$ cat src/rtl/fifo_test_sched.sv
module fifo_test_sched #(
  parameter int W  = 16,
  parameter int AW = 3,
  parameter int CW = 16
) (
  input  logic          clk,
  input  logic          rst_n,
  input  logic [CW-1:0] start_dly,
  input  logic [CW-1:0] period,
  input  logic          push,
  input  logic [W-1:0]  din,
  output logic          up_full,
  input  logic          pop,
  output logic [W-1:0]  dout,
  output logic          out_vld,
  output logic          test_mode,
  output logic [AW-1:0] tst_addr,
  output logic [W-1:0]  tst_rdata,
  input  logic          tst_we,
  input  logic [W-1:0]  tst_wdata,
  input  logic          tst_done,
  input  logic          tst_fault,
  input  logic          stat_clr,
  output logic          stat_vld,
  output logic [AW-1:0] stat_addr
);
  localparam int DEPTH = 1 << AW;

  logic [W-1:0]  mem [DEPTH];
  logic [AW-1:0] wp, rp, tgt;
  logic [AW:0]   fill;
  logic [CW-1:0] cnt;
  logic          armed, fire, wr_ok, pop_ok;
  logic [W-1:0]  hold;
  logic          hold_v;
  logic          mem_we;
  logic [AW-1:0] mem_wa;
  logic [W-1:0]  mem_wd;

  assign up_full   = test_mode || (fill == (AW+1)'(DEPTH));
  assign wr_ok     = push && !up_full;
  assign pop_ok    = pop && !test_mode && (fill != '0);
  assign fire      = !test_mode && (cnt >= (armed ? period : start_dly));
  assign tst_addr  = tgt;
  assign tst_rdata = mem[tgt];

  assign mem_we = test_mode ? tst_we    : wr_ok;
  assign mem_wa = test_mode ? tgt       : wp;
  assign mem_wd = test_mode ? tst_wdata : din;

  always_ff @(posedge clk)
    if (mem_we) mem[mem_wa] <= mem_wd;

  always_ff @(posedge clk) begin
    if (!rst_n) begin
      wp <= '0;
      rp <= '0;
      fill <= '0;
      out_vld <= 1'b0;
      dout <= '0;
      hold <= '0;
      hold_v <= 1'b0;
    end else begin
      if (wr_ok) wp <= wp + AW'(1);
      if (pop_ok) rp <= rp + AW'(1);
      fill <= fill + (AW+1)'(wr_ok) - (AW+1)'(pop_ok);
      hold_v <= fire && pop_ok;
      if (fire) hold <= mem[rp];
      out_vld <= (pop_ok && !fire) || hold_v;
      if (hold_v) dout <= hold;
      else if (pop_ok && !fire) dout <= mem[rp];
    end
  end

  always_ff @(posedge clk) begin
    if (!rst_n) begin
      cnt <= '0;
      armed <= 1'b0;
      test_mode <= 1'b0;
      tgt <= '0;
    end else if (fire) begin
      test_mode <= 1'b1;
      tgt <= rp;
      cnt <= '0;
      armed <= 1'b1;
    end else if (test_mode) begin
      if (tst_done) test_mode <= 1'b0;
      cnt <= '0;
    end else begin
      cnt <= cnt + CW'(1);
    end
  end

  always_ff @(posedge clk) begin
    if (!rst_n) begin
      stat_vld <= 1'b0;
      stat_addr <= '0;
    end else if (test_mode && tst_done && tst_fault) begin
      stat_vld <= 1'b1;
      stat_addr <= tgt;
    end else if (stat_clr) begin
      stat_vld <= 1'b0;
    end
  end
endmodule

$ cat config.mk
export PLATFORM = sky130hd
export DESIGN_NAME = fifo_test_sched
export DESIGN_NICKNAME = d
export VERILOG_FILES = /design/src/rtl/fifo_test_sched.sv
export SDC_FILE = /design/constraint.sdc
export NUM_CORES = 1
export LEC_CHECK = 0
export BUFFER_PORTS_ARGS = -buffer_cell sky130_fd_sc_hd__buf_2
export CAP_MARGIN = 20
export CORE_MARGIN = 1
export CORE_UTILIZATION = 53
export DETAILED_ROUTE_END_ITERATION = 8
export GPL_ROUTABILITY_DRIVEN = 0
export PLACE_DENSITY = 0.76
export SLEW_MARGIN = 20
export SYNTH_ARGS = -nofsm -noshare
export SYNTH_HDL_FRONTEND = slang
export SYNTH_SLANG_ARGS = --single-unit
$ cat constraint.sdc
create_clock -name clk -period 2.4 [get_ports clk]
set_input_delay 0 -clock clk [delete_from_list [all_inputs] [get_ports clk]]
set_output_delay 0 -clock clk [all_outputs]
set_load 0.005 [all_outputs]
==> run_summary.xml <==
<?xml version="1.0" encoding="UTF-8"?>
<metrics>
  <group name="cts">
    <metric name="cts.clk_slew.worst_paths" unit="ns">0.06</metric>
    <metric name="number_of_buffers_added_by_the_clock_tree_synthesis_step" unit="">22</metric>
    <metric name="root_buffer" unit="">clkbuf_16</metric>
    <metric name="worstSkewPairLatency" unit="ns">0.51</metric>
    <metric name="clock_tree.htree_level_count" unit="">1</metric>
    <metric name="clock_tree_from_tritoncts" unit="">yes</metric>
    <metric name="cts_buffer_depth" unit="">3</metric>
    <metric name="cts.sink_count" unit="">203</metric>
  </group>
  <group name="sta">
    <metric name="report.final.hold_viol_count" unit="">0</metric>
    <metric name="grt_setup_unrepaired" unit="">true</metric>
    <metric name="period_minus_slack" unit="ns">2.361</metric>
    <metric name="worst_clock_skew" unit="ns">0.007366</metric>
    <metric name="whs" unit="ns">0.02618</metric>
    <metric name="timing.max_slew.rel_slack" unit="%">55.09</metric>
    <metric name="maxSlewViolCount" unit="">0</metric>
    <metric name="worst_margin_slew" unit="ns">0.6729</metric>
    <metric name="setup_violations" unit="">0</metric>
    <metric name="final_min_period_over_clock_period" unit="%">98.38</metric>
    <metric name="achievable-frequency" unit="GHz">0.4235</metric>
  </group>
  <group name="logic_synthesis">
    <metric name="synth_top_family_by_area" unit="">multiplexers</metric>
    <metric name="synth_nets" unit="">819</metric>
    <metric name="synth-edff-count" unit="">128</metric>
    <metric name="postSynthAreaPerCell" unit="um^2">13.68</metric>
    <metric name="synth_ff_type" unit="">edfxtp_1</metric>
    <metric name="post_synth_num_cell_types" unit="">56</metric>
    <metric name="synth_top_cells_by_area" unit="">edfxtp_1 39%, dfxtp_1 15%, mux4_2 11%</metric>
    <metric name="synth_simple_gate_area_share" unit="%">7.382</metric>
    <metric name="synth_sequential_area_ratio" unit="%">54.19</metric>
    <metric name="ys_seq_elements" unit="">203</metric>
    <metric name="synth_area_in_compound_gates" unit="%">8.435</metric>
    <metric name="synthCells" unit="">721</metric>
    <metric name="synth.top_cell.area_share" unit="%">38.96</metric>
    <metric name="synth_adder_area_share" unit="%">3.374</metric>
    <metric name="post_synth_xor_xnor_area" unit="%">1.776</metric>
    <metric name="synthesized_cell_area" unit="mm^2">0.009864</metric>
    <metric name="synth_warnings" unit="">0</metric>
    <metric name="fraction_of_synthesis_flops_using_an_asynchronous_set_or_reset_pin" unit="%">0</metric>
    <metric name="post-synth-top-area-cell" unit="">edfxtp_1</metric>
    <metric name="synthMuxAreaShare" unit="%">21.63</metric>
  </group>
  <group name="worst_setup_path">
    <metric name="cpLargestDelayFamily" unit="">simple AND/OR/NAND/NOR gates</metric>
    <metric name="worstPathRequired" unit="ns">2.83</metric>
    <metric name="critPathBufInv" unit="">2</metric>
    <metric name="worst-r2r-setup-slack" unit="ns">0.04</metric>
    <metric name="r2r-start" unit="">armed</metric>
    <metric name="timing.critical_path.to_type" unit="">flop</metric>
    <metric name="critical_path.cell_chain" unit="">buf_6, mux2i_1, ha_1, nand4_4, nor2_4, nand4b_4, a41oi_4, clkbuf_16, mux2i_1</metric>
    <metric name="critical_path.max_stage_delay" unit="ns">0.41</metric>
    <metric name="critPathMostFrequentCell" unit="">mux2i_1</metric>
    <metric name="timing.setup.critical_path_class" unit="">flop to flop</metric>
    <metric name="r2r-end" unit="">dout[5]</metric>
    <metric name="timing.critical_path.from_type" unit="">flop</metric>
    <metric name="path_max_fanout" unit="">8</metric>
    <metric name="crit_arrival" unit="ns">2.79</metric>
    <metric name="reg2regPathDepth" unit="">9</metric>
    <metric name="critical_path.slowest_cell" unit="">a41oi_4</metric>
  </group>
  <group name="run_status">
    <metric name="outcome" unit="">finished with violations</metric>
    <metric name="violations_in_the_final_reports" unit="">DRC</metric>
  </group>
  <group name="cells_and_area">
    <metric name="drive_gt1_share" unit="%">33.89</metric>
    <metric name="layout.filler_cells" unit="">1230</metric>
    <metric name="multiInputGateArea" unit="mm^2">0.004315</metric>
    <metric name="finish.cell_count_without_fillers" unit="">1135</metric>
    <metric name="antenna_cells_inserted" unit="">0</metric>
    <metric name="commonest_non_fill_non_tap_cell_in_the_layout" unit="">edfxtp_1</metric>
    <metric name="seq_area" unit="mm^2">0.005355</metric>
    <metric name="final_cell_mix" unit="">128 x edfxtp_1, 113 x buf_2, 71 x dfxtp_1</metric>
    <metric name="design.final.nets" unit="">988</metric>
    <metric name="area_growth" unit="%">23.31</metric>
    <metric name="final_core_util" unit="%">67.26</metric>
  </group>
  <group name="detailed_routing">
    <metric name="drc" unit="">24</metric>
    <metric name="initial_drc_count" unit="">536</metric>
    <metric name="avgViaCountPerCell" unit="">5.989</metric>
    <metric name="ant_nets" unit="">0</metric>
    <metric name="routed_wirelength" unit="mm">23.87</metric>
    <metric name="routedWlPerCell" unit="um">21.03</metric>
    <metric name="drt-pass1-iter-count" unit="">7</metric>
    <metric name="vias" unit="">6797</metric>
  </group>
  <group name="floorplanning">
    <metric name="num_rows" unit="">49</metric>
    <metric name="floorplan.die_area" unit="mm^2">0.01916</metric>
    <metric name="ioPinCount" unit="">114</metric>
    <metric name="core_area" unit="mm^2">0.01809</metric>
    <metric name="die-height" unit="um">138.4</metric>
    <metric name="die_w" unit="um">138.4</metric>
    <metric name="initial_utilization" unit="%">54.54</metric>
  </group>
  <group name="grt">
    <metric name="wire_length_of_the_first_global_routing_pass" unit="mm">36.95</metric>
    <metric name="antenna_found_initial" unit="">0</metric>
    <metric name="maximum_number_of_pins_on_one_net_before_global_route_repair" unit="">59</metric>
    <metric name="global_route.overflow_total" unit="">0</metric>
    <metric name="groute.usage.overall" unit="%">24.83</metric>
    <metric name="first_global_vias" unit="">6931</metric>
  </group>
  <group name="worst_hold_path">
    <metric name="hold_path_depth" unit="">6</metric>
    <metric name="worst_hold_path.endpoint" unit="">wp[1]</metric>
    <metric name="worst_hold_path_type" unit="">input port to flop</metric>
    <metric name="worst_hold_startpoint" unit="">push</metric>
  </group>
  <group name="placed_design">
    <metric name="dp_cells" unit="">1047</metric>
    <metric name="io_buffer_count" unit="">113</metric>
    <metric name="place.detailed.hpwl" unit="mm">14.53</metric>
  </group>
  <group name="power">
    <metric name="power_per_cell_area" unit="mW/mm^2">829.3</metric>
    <metric name="ir_drop" unit="mV">0.6549</metric>
    <metric name="totalPowerFinal" unit="mW">10.09</metric>
    <metric name="p_leak" unit="nW">4.436</metric>
  </group>
  <group name="run">
    <metric name="drv_cap" unit="">0</metric>
  </group>
</metrics>
[logic make-up (layout without fill, tap and decap cells)]
kind of cell	after synthesis	count (layout)
fa+ha+maj	26	26
simple gates	150	151
xor+xnor	20	20
buf+inv	64	248
mux	149	149
compound gates	109	109
flops	203	203
[cell usage after synthesis, types with 16 or more instances]
master	count
a21oi_1	26
mux2i_1	68
a311oi_1	16
o211ai_1	16
mux2_2	33
edfxtp_1	128
nand2b_1	19
nor2_1	48
dfxtp_1	75
o21a_1	16
mux4_2	48
ha_1	25
nand2_1	52
clkbuf_1	24
[flip-flops by register name, indices dropped and copies added, names as in the netlist, named ones only]
| register | flops |
|---|---|
| rp | 3 |
| hold | 16 |
| stat_addr | 3 |
| armed | 1 |
| stat_vld | 1 |
| test_mode | 1 |
| wp | 3 |
| dout | 16 |
| hold_v | 1 |
| out_vld | 1 |
| cnt | 16 |
| tst_addr | 3 |
| fill | 4 |
| mem | 128 |
[metal layers]
layer	track usage (%)	share of wire (%)	vias up	wire length, um
li1	-	-	3104	-
met1	30.86	38	3365	9183
met2	43.31	51	292	12280
met3	5.057	8.0	36	1911
met4	8.338	2.1	0	501
met5	0	0	-	0
[worst max path at each step]
stage	from	endpoint	slack [ns]	depth (start not counted)
after global placement	armed	dout[10]	0.05	10
after floorplan	armed	dout[10]	0.02	10
after global routing	armed	dout[5]	-0.08	9
final	armed	dout[5]	0.04	9
after detailed placement	armed	dout[3]	-0.06	10
after CTS	flop	tst_rdata[12]	0.0004	4
[power breakdown]
group / internal, mW / switching (mW)
registers: 4.02 / 0.167
clock network: 2.00 / 1.32
logic: 1.25 / 1.32
total: 7.27 / 2.81
[metrics by stage]
step,cell area (um^2),setup TNS (ns),worst slack [ns]
3_3_place_gp,10820,0,0.05212
2_1_floorplan,9872,0,0.02055
6_report,12160,0,0.03881
3_5_place_dp,10820,-0.9524,-0.05954
5_1_grt,12160,-0.3836,-0.07699
4_1_cts,11920,0,0.0003511
[worst register-to-register path, delay by kind of cell, from the launching register on]
family / cells / cell delay [ns]
mux: 2 / 0.32
buf+inv: 2 / 0.38
simple gates: 3 / 0.47
compound gates: 1 / 0.41
fa+ha+maj: 1 / 0.35
flops: 1 / 0.37
[what timing repair did]
| item | in CTS | in global routing |
|---|---|---|
| cloned | 1 | 3 |
| gates resized for setup | 3 | 27 |
| pin swaps | 0 | 14 |
| endpoints found under the hold margin | 133 | 0 |
| endpoints found under the setup margin | 38 | 61 |
| buffers inserted | 0 | 8 |
| hold buffers | 36 | 0 |
[layout make-up]
| cell class | count | area share [%] |
|---|---|---|
| clock buffers | 35 | 5.770 |
| clock inverters | 5 | 0.2160 |
| inverters | 16 | 0.4937 |
| multi-input cells | 455 | 35.48 |
| flip-flops and latches | 203 | 44.02 |
| well taps | 229 | 2.355 |
| repair buffers | 192 | 11.66 |
Power figures use the tool's default switching activity.
